`src/rtl/fps_pkg.sv`:
```
// Package: shared constants, state and status types for the flash
// programming sequencer. Assumes address widths of at most 24 bits.
package fps_pkg;

    localparam int unsigned FLAG_BIT = 31;
    localparam int unsigned CFG_BIT  = 30;

    localparam logic SEL_ADDR = 1'b0;
    localparam logic SEL_DATA = 1'b1;

    localparam logic [31:0] FLAG_MASK    = 32'h8000_0000;
    localparam logic [31:0] CFG_MASK     = 32'h4000_0000;
    localparam logic [31:0] ID_LOC       = 32'h000d_03ab;
    localparam logic [31:0] TIMEOUT_WORD = 32'hDEAD_DEAD;
    localparam logic [15:0] UNPROT_LOC   = 16'h0101;

    localparam logic [7:0]  SMALL_MFR     = 8'hbf;
    localparam logic [7:0]  ALT_DEV       = 8'h80;
    localparam logic [23:0] SMALL_OFF     = 24'h00_1fff;
    localparam logic [23:0] SMALL_SEC     = 24'h03_e000;
    localparam logic [23:0] BIG_OFF       = 24'h00_3fff;
    localparam logic [23:0] BIG_SEC       = 24'h03_c000;
    localparam logic [15:0] STD_ERASE_LOC = 16'h03d8;
    localparam logic [15:0] ALT_ERASE_LOC = 16'h0352;

    typedef enum logic [3:0] {
        S_IDLE, S_ID_AW, S_ID_POLL, S_ID_RD,
        S_UP_DW, S_UP_AW, S_UP_POLL, S_NEXT,
        S_ER_DW, S_ER_AW, S_ER_POLL,
        S_PG_DW, S_PG_AW, S_PG_POLL, S_DONE
    } fps_state_e;

    typedef enum logic [1:0] {
        ST_OK         = 2'd0,
        ST_ERASE_FAIL = 2'd1,
        ST_PROG_FAIL  = 2'd2
    } fps_status_e;

    typedef struct packed {
        logic [23:0] off_mask;
        logic [23:0] sec_mask;
        logic [15:0] erase_loc;
    } fps_geom_t;

    // Exchange the outer bytes of a 24-bit sector selector.
    function automatic logic [23:0] erase_word(input logic [23:0] s);
        return {s[7:0], s[15:8], s[23:16]};
    endfunction

endpackage

```
`src/rtl/fps_geom.sv`:
```
// Geometry decoder: maps manufacturer/device codes to the sector offset
// mask, sector mask and erase command location. Purely combinational;
// assumes the codes are stable while the walk runs.
module fps_geom
    import fps_pkg::*;
(
    input  logic [7:0] mfr_id,
    input  logic [7:0] dev_id,
    output fps_geom_t  geom
);

    // Select small or large sector layout from the codes.
    always_comb begin
        geom.off_mask  = BIG_OFF;
        geom.sec_mask  = BIG_SEC;
        geom.erase_loc = STD_ERASE_LOC;
        if (mfr_id == SMALL_MFR) begin
            geom.off_mask = SMALL_OFF;
            geom.sec_mask = SMALL_SEC;
            if (dev_id == ALT_DEV) begin
                geom.erase_loc = ALT_ERASE_LOC;
            end
        end
    end

endmodule

```
`src/rtl/fps_poll.sv`:
```
// Poll limiter: counts consecutive poll cycles while en is high and flags
// the last permitted one. Assumes the caller leaves the poll state on or
// before the cycle in which last is high.
module fps_poll #(
    parameter int unsigned PW = 19
) (
    input  logic          clk,
    input  logic          rst_n,
    input  logic          en,
    input  logic [PW-1:0] limit,
    output logic          last
);

    logic [PW-1:0] cnt_q;

    // Count polls in the current wait, restart when the wait ends.
    always_ff @(posedge clk) begin
        if (!rst_n) begin
            cnt_q <= '0;
        end else if (!en) begin
            cnt_q <= '0;
        end else begin
            cnt_q <= cnt_q + 1'b1;
        end
    end

    assign last = en && (cnt_q == limit - 1'b1);

    p_poll_bound_r8: assert property (@(posedge clk) disable iff (!rst_n)
        en |-> (cnt_q < limit));

endmodule

```
`src/rtl/fps_walk.sv`:
```
// Address walker: latches the start address and word count, steps the
// address and index together, and reports when the index reaches the
// count. Assumes step is never raised when at_end is high.
module fps_walk #(
    parameter int unsigned ADDR_W = 20,
    parameter int unsigned CNT_W  = 16
) (
    input  logic              clk,
    input  logic              rst_n,
    input  logic              load,
    input  logic              step,
    input  logic [ADDR_W-1:0] base,
    input  logic [CNT_W-1:0]  count,
    output logic [ADDR_W-1:0] cur_addr,
    output logic [CNT_W-1:0]  idx,
    output logic              at_end
);

    logic [ADDR_W-1:0] addr_q;
    logic [CNT_W-1:0]  idx_q;
    logic [CNT_W-1:0]  cnt_q;

    // Latch the run on load, advance one word on step.
    always_ff @(posedge clk) begin
        if (!rst_n) begin
            addr_q <= '0;
            idx_q  <= '0;
            cnt_q  <= '0;
        end else if (load) begin
            addr_q <= base;
            idx_q  <= '0;
            cnt_q  <= count;
        end else if (step) begin
            addr_q <= addr_q + 1'b1;
            idx_q  <= idx_q + 1'b1;
        end
    end

    assign cur_addr = addr_q;
    assign idx      = idx_q;
    assign at_end   = (idx_q == cnt_q);

    p_idx_bound_r9: assert property (@(posedge clk) disable iff (!rst_n)
        idx_q <= cnt_q);

    p_count_held_r10: assert property (@(posedge clk) disable iff (!rst_n)
        !load |=> $stable(cnt_q));

endmodule

```
`src/rtl/flash_prog_seq.sv`:
```
// Flash programming sequencer top: identifies the device, picks the sector
// geometry, unprotects, then erases at sector starts and programs each
// word through an address/data register pair with a completion flag.
// Assumes single-cycle register access with same-cycle read data and
// ADDR_W of at most 24.
module flash_prog_seq
    import fps_pkg::*;
#(
    parameter int unsigned ADDR_W   = 20,
    parameter int unsigned CNT_W    = 16,
    parameter int unsigned RD_POLLS = 3000,
    parameter int unsigned WR_POLLS = 500000
) (
    input  logic              clk,
    input  logic              rst_n,
    input  logic              start,
    input  logic [ADDR_W-1:0] base_addr,
    input  logic [CNT_W-1:0]  word_count,
    input  logic [31:0]       src_data,
    output logic [CNT_W-1:0]  word_idx,
    output logic              bus_wr,
    output logic              bus_rd,
    output logic              bus_sel,
    output logic [31:0]       bus_wdata,
    input  logic [31:0]       bus_rdata,
    output logic              flash_wen,
    output logic              done,
    output logic [1:0]        status
);

    localparam int unsigned MAX_POLLS = (RD_POLLS > WR_POLLS) ? RD_POLLS : WR_POLLS;
    localparam int unsigned PW        = $clog2(MAX_POLLS + 1);
    localparam logic [PW-1:0] RD_LIM  = PW'(RD_POLLS);
    localparam logic [PW-1:0] WR_LIM  = PW'(WR_POLLS);

    fps_state_e        st_q, st_d;
    fps_status_e       status_q, fin_st;
    fps_geom_t         geom;
    logic [15:0]       id_q;
    logic              wen_q;
    logic [ADDR_W-1:0] cur_addr;
    logic              at_end;
    logic              poll_en, poll_last;
    logic [PW-1:0]     poll_limit;
    logic              walk_load, walk_step;
    logic              id_cap, id_to, fin;
    logic              flag_in;
    logic [23:0]       ext_addr, sec_sel;
    logic              on_boundary;
    logic [31:0]       erase_payload;
    logic              unused_rd_bits;

    assign flag_in        = bus_rdata[FLAG_BIT];
    assign unused_rd_bits = ^bus_rdata[30:16];

    fps_geom u_geom (
        .mfr_id (id_q[7:0]),
        .dev_id (id_q[15:8]),
        .geom   (geom)
    );

    fps_poll #(.PW(PW)) u_poll (
        .clk   (clk),
        .rst_n (rst_n),
        .en    (poll_en),
        .limit (poll_limit),
        .last  (poll_last)
    );

    fps_walk #(.ADDR_W(ADDR_W), .CNT_W(CNT_W)) u_walk (
        .clk      (clk),
        .rst_n    (rst_n),
        .load     (walk_load),
        .step     (walk_step),
        .base     (base_addr),
        .count    (word_count),
        .cur_addr (cur_addr),
        .idx      (word_idx),
        .at_end   (at_end)
    );

    assign ext_addr      = 24'(cur_addr);
    assign on_boundary   = ((ext_addr & geom.off_mask) == 24'h0);
    assign sec_sel       = (ext_addr & geom.sec_mask) << 2;
    assign erase_payload = {8'h00, erase_word(sec_sel)};

    // Next state and bus command for the current step.
    always_comb begin
        st_d       = st_q;
        bus_wr     = 1'b0;
        bus_rd     = 1'b0;
        bus_sel    = SEL_ADDR;
        bus_wdata  = '0;
        poll_en    = 1'b0;
        poll_limit = WR_LIM;
        walk_load  = 1'b0;
        walk_step  = 1'b0;
        id_cap     = 1'b0;
        id_to      = 1'b0;
        fin        = 1'b0;
        fin_st     = ST_OK;
        case (st_q)
            S_IDLE: begin
                if (start) begin
                    walk_load = 1'b1;
                    st_d      = S_ID_AW;
                end
            end
            S_ID_AW: begin
                bus_wr    = 1'b1;
                bus_wdata = ID_LOC;
                st_d      = S_ID_POLL;
            end
            S_ID_POLL: begin
                bus_rd     = 1'b1;
                poll_en    = 1'b1;
                poll_limit = RD_LIM;
                if (flag_in) begin
                    st_d = S_ID_RD;
                end else if (poll_last) begin
                    id_to = 1'b1;
                    st_d  = S_UP_DW;
                end
            end
            S_ID_RD: begin
                bus_rd  = 1'b1;
                bus_sel = SEL_DATA;
                id_cap  = 1'b1;
                st_d    = S_UP_DW;
            end
            S_UP_DW: begin
                bus_wr  = 1'b1;
                bus_sel = SEL_DATA;
                st_d    = S_UP_AW;
            end
            S_UP_AW: begin
                bus_wr    = 1'b1;
                bus_wdata = FLAG_MASK | CFG_MASK | 32'(UNPROT_LOC);
                st_d      = S_UP_POLL;
            end
            S_UP_POLL: begin
                bus_rd  = 1'b1;
                poll_en = 1'b1;
                if (!flag_in || poll_last) begin
                    st_d = S_NEXT;
                end
            end
            S_NEXT: begin
                if (at_end) begin
                    fin  = 1'b1;
                    st_d = S_DONE;
                end else if (on_boundary) begin
                    st_d = S_ER_DW;
                end else begin
                    st_d = S_PG_DW;
                end
            end
            S_ER_DW: begin
                bus_wr    = 1'b1;
                bus_sel   = SEL_DATA;
                bus_wdata = erase_payload;
                st_d      = S_ER_AW;
            end
            S_ER_AW: begin
                bus_wr    = 1'b1;
                bus_wdata = FLAG_MASK | CFG_MASK | 32'(geom.erase_loc);
                st_d      = S_ER_POLL;
            end
            S_ER_POLL: begin
                bus_rd  = 1'b1;
                poll_en = 1'b1;
                if (!flag_in) begin
                    st_d = S_PG_DW;
                end else if (poll_last) begin
                    fin    = 1'b1;
                    fin_st = ST_ERASE_FAIL;
                    st_d   = S_DONE;
                end
            end
            S_PG_DW: begin
                bus_wr    = 1'b1;
                bus_sel   = SEL_DATA;
                bus_wdata = src_data;
                st_d      = S_PG_AW;
            end
            S_PG_AW: begin
                bus_wr    = 1'b1;
                bus_wdata = FLAG_MASK | 32'(cur_addr);
                st_d      = S_PG_POLL;
            end
            S_PG_POLL: begin
                bus_rd  = 1'b1;
                poll_en = 1'b1;
                if (!flag_in) begin
                    walk_step = 1'b1;
                    st_d      = S_NEXT;
                end else if (poll_last) begin
                    fin    = 1'b1;
                    fin_st = ST_PROG_FAIL;
                    st_d   = S_DONE;
                end
            end
            S_DONE: begin
                st_d = S_IDLE;
            end
            default: begin
                st_d = S_IDLE;
            end
        endcase
    end

    // State register.
    always_ff @(posedge clk) begin
        if (!rst_n) begin
            st_q <= S_IDLE;
        end else begin
            st_q <= st_d;
        end
    end

    // Capture the identification word, or the fallback on timeout.
    always_ff @(posedge clk) begin
        if (!rst_n) begin
            id_q <= '0;
        end else if (id_cap) begin
            id_q <= bus_rdata[15:0];
        end else if (id_to) begin
            id_q <= TIMEOUT_WORD[15:0];
        end
    end

    // Write enable: raised before unprotect, dropped on every exit.
    always_ff @(posedge clk) begin
        if (!rst_n) begin
            wen_q <= 1'b0;
        end else if (fin) begin
            wen_q <= 1'b0;
        end else if (st_d == S_UP_DW && st_q != S_UP_DW) begin
            wen_q <= 1'b1;
        end
    end

    // Hold the final status from the exit decision.
    always_ff @(posedge clk) begin
        if (!rst_n) begin
            status_q <= ST_OK;
        end else if (fin) begin
            status_q <= fin_st;
        end
    end

    assign flash_wen = wen_q;
    assign done      = (st_q == S_DONE);
    assign status    = status_q;

    p_wen_off_at_done_r9: assert property (@(posedge clk) disable iff (!rst_n)
        done |-> !flash_wen);

    p_done_single_r9: assert property (@(posedge clk) disable iff (!rst_n)
        done |=> !done);

    p_flag_write_wen_r6: assert property (@(posedge clk) disable iff (!rst_n)
        (bus_wr && bus_sel == SEL_ADDR && bus_wdata[FLAG_BIT]) |-> flash_wen);

    p_no_write_after_fail_r8: assert property (@(posedge clk) disable iff (!rst_n)
        (done && status != 2'd0) |-> (!bus_wr && !bus_rd));

endmodule

```
`config.mk`:
```
export PLATFORM = sky130hd
export DESIGN_NAME = flash_prog_seq
export DESIGN_NICKNAME = d
export VERILOG_FILES = /design/src/rtl/fps_pkg.sv /design/src/rtl/fps_geom.sv /design/src/rtl/fps_poll.sv /design/src/rtl/fps_walk.sv /design/src/rtl/flash_prog_seq.sv
export SDC_FILE = /design/constraint.sdc
export NUM_CORES = 1
export LEC_CHECK = 0
export BUFFER_PORTS_ARGS = -buffer_cell sky130_fd_sc_hd__buf_4
export CAP_MARGIN = 20
export CORE_ASPECT_RATIO = 0.8
export CORE_MARGIN = 2
export CORE_UTILIZATION = 55
export DETAILED_ROUTE_END_ITERATION = 7
export HOLD_SLACK_MARGIN = 0.1
export PLACE_DENSITY = 0.85
export SKIP_CTS_REPAIR_TIMING = 1
export SYNTH_ARGS = -nofsm -noshare
export SYNTH_HDL_FRONTEND = slang
export SYNTH_HIERARCHICAL = 1
export SYNTH_SLANG_ARGS = --single-unit
```
`constraint.sdc`:
```
create_clock -name clk -period 4.9 [get_ports clk]
set_input_delay 0.735 -clock clk [delete_from_list [all_inputs] [get_ports clk]]
set_output_delay 0.735 -clock clk [all_outputs]
set_load 0.05 [all_outputs]
```
==> results.json <==
{
  "outcome": "complete, no violations",
  "cts.reportedPaths.clkPinSlew_ns": 0.07,
  "die_w_um": 123.9,
  "final_cells": 1053,
  "worstSetupPathType": "register to register",
  "p_leak_nw": 3.003,
  "clock_path_buffers": 2,
  "cp_num_buf_inv": 1,
  "start_util_pct": 57.38,
  "syn_inst": 756,
  "power.internal_mw": 1.364,
  "cts_root_buf": "clkbuf_16",
  "gp_congestion": 0.8840,
  "crit_path_top_delay_cell": "a2111oi_2",
  "switching_share_pct": 32.14,
  "fin_nets": 1011,
  "wl_um": 16190,
  "drv_cap": 0,
  "grtUsageTotal_pct": 26.15,
  "first_iter_violations": 434,
  "max_freq_mhz": 238.5,
  "drive_gt1_share_pct": 22.66,
  "seq_power_share_pct": 43.1,
  "worstPathArrival_ns": 4.49,
  "hpwlAfterDp_um": 11890,
  "grt_max_degree": 63,
  "dieHeight_um": 99.90,
  "start_kind": "register",
  "die_area_mm2": 0.01237,
  "layout_commonest_cell": "buf_4",
  "fin_crit_ns": 4.193,
  "yosysWarnings": 6,
  "fin_util_pct": 69.20,
  "slew_headroom_pct": 36.97,
  "grt_overflow": 0,
  "numCtsBuffers": 9,
  "cpMostUsedCell": "o211ai_1",
  "cts_tree": "done",
  "final_cell_mix": "buf_4 (150), dfxtp_1 (94), conb_1 (83), nor2_1 (53), xnor2_1 (47)",
  "tns_ns": 0,
  "fin_crit_sh_pct": 85.58,
  "wl_per_cell_um": 15.38,
  "clkPwrFrac_pct": 35.1,
  "cpLargestDelayFamily": "compound AO/OA/AOI/OAI gates",
  "peakVddDrop_v": 0.0001929,
  "cp.required_ns": 5.19,
  "grt_pass1_wl_um": 26050,
  "end_kind": "register",
  "path_max_fanout": 12,
  "drc_errors": 0,
  "first_pass_iters": 5,
  "port_buffers": 142,
  "critPathMaxStageDelay_ns": 0.61,
  "tightest_slew_ns": 0.9368,
  "rsz0062_at_grt": "false",
  "p_comb_share_pct": 21.8,
  "path_cells": "nor2_1, nand2_1, inv_1, xnor2_1, o211ai_1, a2111oi_0, a41o_1, o211ai_1, a2111oi_2, a21oi_1, nor3_2, o221a_2",
  "synth_area_mm2": 0.006322,
  "finClkSkew_ns": 0.006645,
  "hold_viol": 0,
  "num_antenna_cells": 0,
  "rows": 34,
  "placed_cells": 1037,
  "core_mm2": 0.01102,
  "syn_avg_cell_area_um2": 8.363,
  "cts.sinks": 94,
  "postRouteAntennaNets": 0,
  "num_io_pins": 158,
  "area_growth_pct": 20.60,
  "hold_class": "register to register",
  "routed_via_density": 5.559,
  "worstSkewPairLatency_ns": 0.35,
  "power_switching_uw": 646.0,
  "htreeDepth": 3,
  "antenna_found_initial": 0,
  "grt_pass1_vias": 5325,
  "setup_viol": 0,
  "p_per_area_mw_per_mm2": 263.6,
  "drv_slew": 0,
  "num_vias": 5854
}
[routing by layer]
| layer | vias to the layer above | GRT usage [%] | share of wire [%] |
|---|---|---|---|
| met5 | - | 0 | 0 |
| met4 | 0 | 4.895 | 0.82 |
| met3 | 11 | 6.307 | 8.4 |
| met2 | 225 | 40.36 | 45 |
| met1 | 2697 | 37.37 | 46 |
| li1 | 2921 | - | - |
[registers in the layout, indices dropped and copies added (netlist names)]
signal,cells
flash_wen,1
u_walk/idx,16
st_q,4
u_walk/cur_addr,20
u_walk/cnt_q,16
status,2
u_poll/cnt_q,19
id_q,16
[layout make-up]
type	count	area [µm²]
multi-input combinational	633	4076
fill	875	3393
sequential	94	1882
timing repair buffer	150	1126
clock buffer	10	239.0
tap	144	180.2
inverter	16	62.56
clock inverter	6	58.81
[worst register-to-register path: stages (launching register included)]
cell       delay (ns)
dfxtp_1          0.59
nor2_1           0.17
nand2_1          0.35
inv_1            0.25
xnor2_1          0.29
o211ai_1         0.11
a2111oi_0        0.39
a41o_1           0.16
o211ai_1         0.10
a2111oi_2        0.61
a21oi_1          0.18
nor3_2           0.61
o221a_2          0.34
[power groups by stage]
stage / registers [mW] / logic, mW / clock network [mW]
2_1_floorplan: 0.864 / 0.333 / 0
3_3_place_gp: 0.880 / 0.426 / 0
3_5_place_dp: 0.882 / 0.433 / 0
4_1_cts: 0.864 / 0.436 / 0.714
5_1_grt: 0.872 / 0.476 / 0.748
6_report: 0.866 / 0.438 / 0.706
[path summary, 6_finish.rpt]
check                              start                      to  slack (ns)  depth (start not counted)
setup / recovery      st_q[2]$_SDFF_PN0_    id_q[3]$_SDFFE_PN0P_        0.71                         12
hold / removal    status[1]$_SDFFE_PN0P_  status[1]$_SDFFE_PN0P_        0.49                          2
hold reg to reg   status[1]$_SDFFE_PN0P_  status[1]$_SDFFE_PN0P_        0.49                          2
setup reg to reg      st_q[2]$_SDFF_PN0_    id_q[3]$_SDFFE_PN0P_        0.71                         12
[stage by stage]
| stage | power [mW] | setup WS [ns] | instance area (µm²) | hold WS (ns) |
|---|---|---|---|---|
| 6_report | 2.010 | 0.7068 | 7625 | 0.4857 |
| 5_1_grt | 2.097 | 0.2910 | 7625 | 0.5281 |
| 4_1_cts | 2.014 | 0.7170 | 7625 | 0.4864 |
| 3_5_place_dp | 1.314 | 0.7393 | 7327 | 0.4764 |
| 3_3_place_gp | 1.307 | 0.8623 | 7327 | 0.4600 |
| 2_1_floorplan | 1.197 | 0.7929 | 6619 | 0.4474 |
(Power assumes the default switching activity.)
